--- src/rtl/pci_park_ctrl.sv ---
module pci_park_ctrl (
  input  logic clk,
  input  logic rst_n,
  input  logic ext_arb,
  input  logic want_xfer,
  input  logic gnt_n,
  input  logic rmp_gnt_n,
  input  logic frame_n,
  input  logic irdy_n,
  output logic req_n,
  output logic rmp_req_n,
  output logic ad_cbe_oe,
  output logic par_oe,
  output logic start
);

  logic req_q, ad_q, par_q, st_q;
  logic granted, idle, take, park_ok;

  assign granted = ext_arb ? ~rmp_gnt_n : ~gnt_n;
  assign idle    = frame_n & irdy_n;
  assign take    = want_xfer & granted & idle & ~st_q & (ad_q | req_q);
  assign park_ok = granted & ~req_q & idle & ~take;

  always_ff @(posedge clk or negedge rst_n) begin
    if (!rst_n) begin
      req_q <= 1'b0;
      ad_q  <= 1'b0;
      par_q <= 1'b0;
      st_q  <= 1'b0;
    end else begin
      req_q <= want_xfer & ~take;
      ad_q  <= park_ok;
      par_q <= park_ok & ad_q;
      st_q  <= take;
    end
  end

  assign req_n     = ext_arb ? 1'b1 : ~req_q;
  assign rmp_req_n = ext_arb ? ~req_q : 1'b1;
  assign ad_cbe_oe = ad_q;
  assign par_oe    = par_q;
  assign start     = st_q;

endmodule

--- config.mk ---
export PLATFORM = sky130hd
export DESIGN_NAME = pci_park_ctrl
export DESIGN_NICKNAME = d
export VERILOG_FILES = /design/src/rtl/pci_park_ctrl.sv
export SDC_FILE = /design/constraint.sdc
export NUM_CORES = 1
export LEC_CHECK = 0
export ABC_AREA = 1
export BUFFER_PORTS_ARGS = -buffer_cell sky130_fd_sc_hd__buf_4
export CORE_AREA = 2 2 39 41
export CTS_BUF_LIST = sky130_fd_sc_hd__clkbuf_8
export DETAILED_ROUTE_END_ITERATION = 6
export DIE_AREA = 0 0 41 43
export PLACE_DENSITY = 0.43
export SKIP_CTS_REPAIR_TIMING = 1
export SYNTH_ARGS = -nofsm -noshare
export SYNTH_HDL_FRONTEND = slang
export SYNTH_SLANG_ARGS = --single-unit
--- constraint.sdc ---
create_clock -name clk -period 1.1 [get_ports clk]
set_input_delay 0 -clock clk [delete_from_list [all_inputs] [get_ports clk]]
set_output_delay 0 -clock clk [all_outputs]
set_load 0.05 [all_outputs]
==> results of run 1 <==
## routing by layer
layer  vias up  routed length, um
met5         -                  0
met4         0                  0
met3         0                 67
met2        10                203
met1        81                163
li1        100                  -
## tightest hold or removal path, cell delays in order
cell and delay, ns:
buf_4 0.08, inv_1 0.04, nor2_1 0.08
## power by group
| group | switching, W | total (W) | internal, W |
|---|---|---|---|
| logic | 0.0000485 | 0.0000829 | 0.0000345 |
| registers | 0.00000311 | 0.000156 | 0.000153 |
| clock network | 0.0000770 | 0.000315 | 0.000238 |
## layout make-up
class / count / area (um^2) / share of cell area, %
Sequential cell: 4 / 101 / 27.9
Clock inverter: 1 / 3.75 / 1.03
Inverter: 5 / 18.8 / 5.17
Multi-Input combinational cell: 14 / 77.6 / 21.4
Clock buffer: 3 / 41.3 / 11.4
Timing Repair Buffer: 13 / 100 / 27.6
Tap cell: 16 / 20.0 / 5.52
## flip-flops by register name, indices dropped and copies added (netlist names)
| name | cells |
|---|---|
| ad_cbe_oe | 1 |
| par_oe | 1 |
| req_q | 1 |
| start | 1 |
## cells in the mapped netlist
cell type / count
dfrtp_1: 4
nand2_1: 7
nor2_1: 3
nor3_2: 1
nand3_4: 1
inv_2: 2
nand2_2: 1
nor2_2: 1
inv_1: 3
## kinds of logic after synthesis
kind of cell,synth area share (%)
AND/OR/NAND/NOR,39.5
buffers and inverters,9.56
flip-flops,51.0
## worst min path at each step
stage	end
CTS	par_oe
global placement	par_oe
detailed placement	par_oe
global route	req_q
finish	req_q
floorplan	ad_cbe_oe
## cell usage in the layout (no fill, tap or decap)
cell type      instances
nor3_2                 1
nand2_2                1
nand2_1                7
nor2_2                 1
dfrtp_1                3
dfrtp_2                1
inv_1                  4
dlygate4sd3_1          1
buf_4                 12
inv_2                  2
clkbuf_8               3
nand3_4                1
nor2_1                 3
## per-stage QoR
step                      std cells  cell area [um^2]  total power [W]  setup slack (ns)  utilization (%)
final                            56               363         0.000554             0.233             26.2
after global routing             56               363         0.000583             0.167             26.2
after CTS                        55               353         0.000562             0.216             25.5
after detailed placement         51               308         0.000239             0.236             22.2
after global placement           51               308         0.000238             0.227             22.2
after floorplan                  23               198         0.000203            0.0629                -
==> metrics.cfg, run 1 <==
[run_status]
status = complete, no violations

[cts]
cts_max_level = 1
numCtsBuffers = 3
clk_pin_slew_ns = 0.03
cts_sinks = 4
clockBufferDepth = 2
cts_tree = built
clock_latency_ns = 0.22
clockRootBuffer = clkbuf_8

[worst_setup_path]
timing.critical_path.depth = 2
path_cells = nand2_1 -> buf_4
worst_r2r_path_depth = 5
crit_path_start_kind = flip-flop
cpPeakStageDelay_ns = 0.39
critPathBufInv = 1
path_max_fanout = 3
cp.required_ns = 1.10
crit_path_end = req_n
crit_slowest_cell = dfrtp_1
critPathKind = reg2out
r2r_end = par_oe
reg2reg_from = ad_cbe_oe
critPathTopFamily = flip-flops
endpoint_kind = primary output
cp-startpoint = req_q
r2r_slack_ns = 0.24
arrival_ns = 0.87

[detailed_routing]
vias = 191
wl_per_cell_um = 7.75
wirelength_um = 434
drt_iter0_drc = 1
firstDrtPassIters = 3
viasPerCell = 3.41
drcViolationCount = 0
drtAntennaViolNets = 0

[grt]
grt_usage_pct = 5.93
grt_util_met1_pct = 4.19
grtUsageMet2_pct = 9.38
overflow = 0
grt_start_max_net_pins = 5
grtUsageMet3_pct = 3.66
grt_pass1_vias = 195
busiest_layer = met2
grt_pass1_wl_um = 641
antenna_found_initial = 0

[job]
cap_violations = 0

[synth]
synth_top_area_share_pct = 51.0
ys_warn_count = 0
ys_ff_latch = 4
synth.avg_cell_area_um2 = 8.54
synth_cell_types = 9
yosysSeqAreaShare_pct = 51.0
yosys.area.top_type = dfrtp_1
synthCells = 23
synth_nets = 31
synth_area_leaders = dfrtp_1 51%, nand2_1 13%, nand3_4 8.9%
syn_area_um2 = 196

[worst_hold_path]
hold_depth = 3
hp-class = in2reg
min_from = want_xfer

[floorplanning]
core.rowCount = 14
fp.coreArea_um2 = 1380
fp.dieArea_um2 = 1760
ios = 13
start_util_pct = 14.2
die_x_um = 41
die_h_um = 43

[sta]
max_freq_ghz = 1.15
fin_crit_ns = 0.867
setup_tns_ns = 0
fin_crit_sh_pct = 78.9
slew_violations = 0
tightest_slew_ns = 0.148
holdWs_ns = 0.0285
rsz0062_at_grt = no
fin_worst_skew_ns = 0.00628
setup_viol = 0
hold_viol_final = 0
relSlewSlack_pct = 90.2

[final_layout]
antenna_cells = 0
nFillCells = 159
num-nets-final = 49
drive_gt1_share_pct = 55.0
synthToLayoutAreaGrowth_pct = 84.7

[pwr]
power.density_nw_per_um2 = 1530
power.leakage_nw = 0.194
vdd_drop_max_uv = 487

[placement]
dp_hpwl_um = 351
routabilityCongestion = 0.675
port-buffer-count = 12

No activity file was read; power rests on OpenSTA's default activity.
==> inputs of run 2 (changes only) <==
Clock period 1.1 ns to 0.81 ns, I/O delays scaled along.
==> run 2 against run 1 <==
The flow now finishes with violations (setup timing). Critical path depth is 1 higher. Setup slack worse by 0.34 ns. Cell count rose by 7.1%. Sequential cell count unchanged. Critical endpoint unchanged.
==> metrics.cfg, run 2 (synthesized netlist as in run 1, its figures left out) <==
[pwr]
p_comb_share_pct = 20.7  ; was 15.0%
sw_frac_of_total_pct = 23.7  ; was 23.2%
power_frac_seq_pct = 26.8  ; was 28.1%
p_switching_w = 0.000188  ; was 0.000129 W
power.density_nw_per_um2 = 1700  ; was 1530 nW/um^2
vdd_drop_max_uv = 732  ; was 487 uV
power.leakage_nw = 0.235  ; was 0.194 nW
p_total_w = 0.000792  ; was 0.000554 W
power_frac_clock_pct = 52.5  ; was 56.9%
p_int_w = 0.000604  ; was 0.000425 W

[sta]
worst_slack_ns = -0.111  ; was 0.233 ns
setup_viol = 7  ; was 0
tightest_slew_ns = 0.147  ; was 0.148 ns
rsz0062_at_grt = yes  ; was no
max_freq_ghz = 1.09
holdWs_ns = 0.0343  ; was 0.0285 ns
slew_violations = 0  ; unchanged
fin_crit_sh_pct = 114
hold_viol_final = 0  ; unchanged
fin_crit_ns = 0.921
relSlewSlack_pct = 90.3  ; was 90.2%
fin_worst_skew_ns = 0.00160  ; was 0.00628 ns

[worst_setup_path]
endpoint_kind = primary output  ; unchanged
reg2reg_from = start  ; was ad_cbe_oe
crit_slowest_cell = dfrtp_1  ; unchanged
critPathKind = reg2out  ; unchanged
r2r_end = req_q  ; was par_oe
cp-startpoint = req_q  ; unchanged
critPathBufInv = 2  ; was 1
critPathTopFamily = flip-flops  ; unchanged
arrival_ns = 0.92  ; was 0.87 ns
cpPeakStageDelay_ns = 0.38  ; was 0.39 ns
path_max_fanout = 2  ; was 3
path_cells = buf_6 -> nand2_4 -> buf_8  ; was nand2_1 -> buf_4
crit_path_start_kind = flip-flop  ; unchanged
cp.required_ns = 0.81  ; was 1.10 ns
worst_r2r_path_depth = 4  ; was 5
r2r_slack_ns = -0.04  ; was 0.24 ns

[final_layout]
drive_gt1_share_pct = 81.8  ; was 55.0%
final_core_util_pct = 33.7  ; was 26.2%
final_common_cell = buf_4  ; unchanged
layout_common_cells = 10 x buf_4, 4 x nand2_2, 4 x buf_8  ; was 12 x buf_4, 7 x nand2_1, 4 x inv_1
antenna_cells = 0  ; unchanged
final_cells = 60  ; was 56
synthToLayoutAreaGrowth_pct = 138  ; was 84.7%
num-nets-final = 54  ; was 49

[cts]
clk_pin_slew_ns = 0.03  ; about the same
cts_max_level = 1  ; unchanged
numCtsBuffers = 3  ; unchanged
clockBufferDepth = 2  ; unchanged
clockRootBuffer = clkbuf_8  ; unchanged
cts_tree = built  ; unchanged
cts_sinks = 4  ; unchanged
clock_latency_ns = 0.22  ; about the same

[detailed_routing]
viasPerCell = 3.70  ; was 3.41
drt_iter0_drc = 3  ; was 1
drtAntennaViolNets = 0  ; unchanged
wirelength_um = 508  ; was 434 um
wl_per_cell_um = 8.47  ; was 7.75 um
drcViolationCount = 0  ; unchanged
firstDrtPassIters = 2  ; was 3
vias = 222  ; was 191
wl_met2_um = 246  ; was 203 um
wl_met3_um = 47  ; was 67 um
topRoutingLayerUsed = met4  ; was met3
wl_met1_um = 194  ; was 163 um

[placement]
routabilityCongestion = 0.687  ; was 0.675
dpl.cell_count = 55  ; was 51
pre_cts_slack_ns = -0.0300  ; was 0.236 ns
port-buffer-count = 12  ; unchanged
dp_hpwl_um = 372  ; was 351 um

[job]
cap_violations = 0  ; unchanged

[floorplanning]
die_h_um = 43  ; unchanged
die_x_um = 41  ; unchanged
ios = 13  ; unchanged
fp.coreArea_um2 = 1380  ; unchanged
start_util_pct = 14.2  ; unchanged
fp.dieArea_um2 = 1760  ; unchanged
core.rowCount = 14  ; unchanged

[worst_hold_path]
hp-class = in2reg  ; unchanged
hold_depth = 3  ; unchanged
min_from = want_xfer  ; unchanged
hold_end = req_q  ; unchanged

[run_status]
violations = setup timing
status = finished, violations left  ; was complete, no violations

[grt]
grt_start_max_net_pins = 5  ; unchanged
grt_pass1_wl_um = 738  ; was 641 um
overflow = 0  ; unchanged
grt_pass1_vias = 196  ; was 195
antenna_found_initial = 0  ; unchanged
grt_usage_pct = 7.26  ; was 5.93%

-- run 2: worst max-delay path by stage --
stage,end,slack [ns],depth (start not counted)
after floorplan,par_oe,-0.14,5
after global placement,ad_cbe_oe,-0.01,5
after detailed placement,ad_cbe_oe,-0.03,4
after CTS,req_n,-0.17,3
after global routing,rmp_req_n,-0.14,3
final,req_n,-0.11,3
-- run 2: layer usage --
layer / global-route usage, % / vias up
li1: - / 109
met1: 7.17 / 101
met2: 9.06 / 10
met3: 3.14 / 2
met4: 10.0 / 0
met5: 0 / -
-- run 2: area by class of cell --
cell class	count	area, um^2
Clock buffer	3	41.3
Fill cell	146	917
Inverter	5	18.8
Multi-Input combinational cell	14	105
Sequential cell	4	103
Tap cell	16	20.0
Timing Repair Buffer	18	179
-- run 2: per-stage QoR --
step | instance area [um^2] | TNS (ns)
finish | 467 | -0.406
global route | 467 | -0.667
CTS | 380 | -0.655
detailed placement | 339 | -0.0861
global placement | 339 | -0.0385
floorplan | 199 | -0.455
-- run 2: worst reg2reg max path: stages, from the launching register on --
cell and delay [ns]:
dfrtp_2 0.40, nor2_2 0.10, nand2_2 0.08, nor2_2 0.11
nor2_1 0.05
-- run 2: power by group through the flow --
stage | Sequential (W) | Combinational, W | Clock [W]
finish | 0.000212 | 0.000164 | 0.000416
global placement | 0.000213 | 0.000121 | 0
CTS | 0.000211 | 0.000122 | 0.000430
detailed placement | 0.000213 | 0.000121 | 0
floorplan | 0.000223 | 0.0000527 | 0
global route | 0.000212 | 0.000175 | 0.000454
==> inputs of run 3 (changes only) <==
--- a/config.mk
+++ b/config.mk
@@ -9,6 +9,6 @@
 export BUFFER_PORTS_ARGS = -buffer_cell sky130_fd_sc_hd__buf_4
-export CORE_AREA = 2 2 39 41
+export CORE_AREA = 3 3 40 42
 export CTS_BUF_LIST = sky130_fd_sc_hd__clkbuf_8
 export DETAILED_ROUTE_END_ITERATION = 6
-export DIE_AREA = 0 0 41 43
+export DIE_AREA = 0 0 43 45
 export PLACE_DENSITY = 0.43
==> constraint.sdc (replaced) <==
create_clock -name clk -period 0.81 [get_ports clk]
set_input_delay 0.2025 -clock clk [delete_from_list [all_inputs] [get_ports clk]]
set_output_delay 0.2025 -clock clk [all_outputs]
set_load 0.05 [all_outputs]
==> run 3 against run 2 <==
The flow still finishes with violations (setup timing). Register-to-register slack got worse by 0.10 ns. Clock power about the same. Clock skew up 0.0010 ns. Critical endpoint unchanged. Largest cell class unchanged. Highest routed layer unchanged.
==> metrics.cfg, run 3 (synthesized netlist as in run 1, its figures left out) <==
[detailed_routing]
viasPerCell = 3.64  ; was 3.70
firstDrtPassIters = 2  ; unchanged
drcViolationCount = 0  ; unchanged
drt_iter0_drc = 4  ; was 3
vias = 204  ; was 222
drtAntennaViolNets = 0  ; unchanged
wirelength_um = 477  ; was 508 um
wl_per_cell_um = 8.52  ; was 8.47 um

[pwr]
power.leakage_nw = 0.210  ; was 0.235 nW
vdd_drop_max_uv = 451  ; was 732 uV
power.density_nw_per_um2 = 1840  ; was 1700 nW/um^2
p_total_w = 0.000776  ; was 0.000792 W

[final_layout]
multiInputGateArea_um2 = 95.1  ; was 105 um^2
nFillCells = 136  ; was 146
drive_gt1_share_pct = 78.0  ; was 81.8%
synthToLayoutAreaGrowth_pct = 115  ; was 138%
antenna_cells = 0  ; unchanged
layout_common_cells = 9 x buf_4, 5 x nand2_2  ; was 10 x buf_4, 4 x nand2_2, 4 x buf_8
final_common_cell = buf_4  ; unchanged
num-nets-final = 51  ; was 54
seq_area_um2 = 104  ; was 103 um^2

[sta]
slew_violations = 0  ; unchanged
relSlewSlack_pct = 92.3  ; was 90.3%
fin_crit_sh_pct = 131  ; was 114%
tightest_slew_ns = 0.116  ; was 0.147 ns
max_freq_ghz = 0.944  ; was 1.09 GHz
hold_viol_final = 0  ; unchanged
setup_viol = 9  ; was 7
worst_slack_ns = -0.249  ; was -0.111 ns
fin_worst_skew_ns = 0.00265  ; was 0.00160 ns
setup_tns_ns = -1.40  ; was -0.406 ns
fin_crit_ns = 1.06  ; was 0.921 ns
rsz0062_at_grt = yes  ; unchanged

[grt]
overflow = 0  ; unchanged
antenna_found_initial = 0  ; unchanged
grt_pass1_vias = 210  ; was 196
grt_start_max_net_pins = 5  ; unchanged
grt_usage_pct = 6.93  ; was 7.26%
grt_pass1_wl_um = 876  ; was 738 um

[placement]
port-buffer-count = 12  ; unchanged
routabilityCongestion = 0.712  ; was 0.687
dp_hpwl_um = 382  ; was 372 um

[worst_setup_path]
path_max_fanout = 3  ; was 2
r2r_end = par_oe  ; was req_q
cp.required_ns = 0.61  ; was 0.81 ns
critPathKind = reg2out  ; unchanged
endpoint_kind = primary output  ; unchanged
r2r_slack_ns = -0.14  ; was -0.04 ns
reg2reg_from = req_q  ; was start
crit_path_start_kind = flip-flop  ; unchanged
worst_r2r_path_depth = 6  ; was 4
arrival_ns = 0.86  ; was 0.92 ns

[cts]
clk_pin_slew_ns = 0.03  ; about the same
cts_max_level = 1  ; unchanged
clockBufferDepth = 2  ; unchanged
clock_latency_ns = 0.22  ; about the same
numCtsBuffers = 3  ; unchanged
cts_sinks = 4  ; unchanged
clockRootBuffer = clkbuf_8  ; unchanged
cts_tree = built  ; unchanged

[worst_hold_path]
hp-class = in2reg  ; unchanged
min_from = want_xfer  ; unchanged
hold_end = req_q  ; unchanged
hold_depth = 3  ; unchanged

[run_status]
status = finished, violations left  ; unchanged
violations = setup timing  ; unchanged

[job]
cap_violations = 0  ; unchanged

[floorplanning]
ios = 13  ; unchanged
start_util_pct = 15.3  ; was 14.2%
die_x_um = 43  ; was 41 um
die_h_um = 45  ; was 43 um
fp.coreArea_um2 = 1280  ; was 1380 um^2
fp.dieArea_um2 = 1940  ; was 1760 um^2
core.rowCount = 13  ; was 14

-- run 3: worst max path at each step --
stage / startpoint / endpoint / slack [ns] / cells after the start
detailed placement: req_q / req_n / -0.08 / 2
floorplan: ad_cbe_oe / par_oe / -0.14 / 5
global placement: req_q / req_n / -0.07 / 2
CTS: req_q / req_n / -0.31 / 2
finish: req_q / req_n / -0.25 / 2
global route: req_q / req_n / -0.27 / 2
-- run 3: layer usage --
metal / routed length (um) / vias to the layer above / GRT usage [%] / share of wire (%)
met3: 79 / 4 / 4.78 / 17
li1: - / 102 / - / -
met2: 166 / 15 / 7.78 / 35
met5: 0 / - / 0 / 0
met4: 27 / 0 / 9.04 / 5.7
met1: 203 / 83 / 7.30 / 43
-- run 3: where the power goes --
group	total, W	switching (W)	internal (W)
registers	0.000214	0.00000628	0.000208
clock network	0.000419	0.000102	0.000317
logic	0.000142	0.0000758	0.0000666
total	0.000776	0.000184	0.000591
-- run 3: worst max-delay path, cell delays in order, from the launching register on --
cell and delay [ns]:
dfrtp_2 0.42, nand2_2 0.08, buf_8 0.14
-- run 3: final cells by class --
cell class	instances	share of cell area, %
clock buffer	3	9.79
multi-input combinational	14	22.6
timing repair buffer	15	33.5
sequential	4	24.6
inverter	5	5.04
tap	15	4.45
-- run 3: through the flow --
step / utilization [%] / cells / cell area, um^2 / setup slack [ns] / hold WS [ns]
after floorplan: - / 23 / 209 / -0.144 / -0.0931
after global placement: 25.3 / 51 / 325 / -0.0699 / 0.00103
after detailed placement: 25.3 / 51 / 325 / -0.0761 / 0.00285
after CTS: 28.5 / 54 / 367 / -0.312 / -0.228
after global routing: 32.8 / 56 / 422 / -0.272 / 0.240
final: 32.8 / 56 / 422 / -0.249 / 0.231
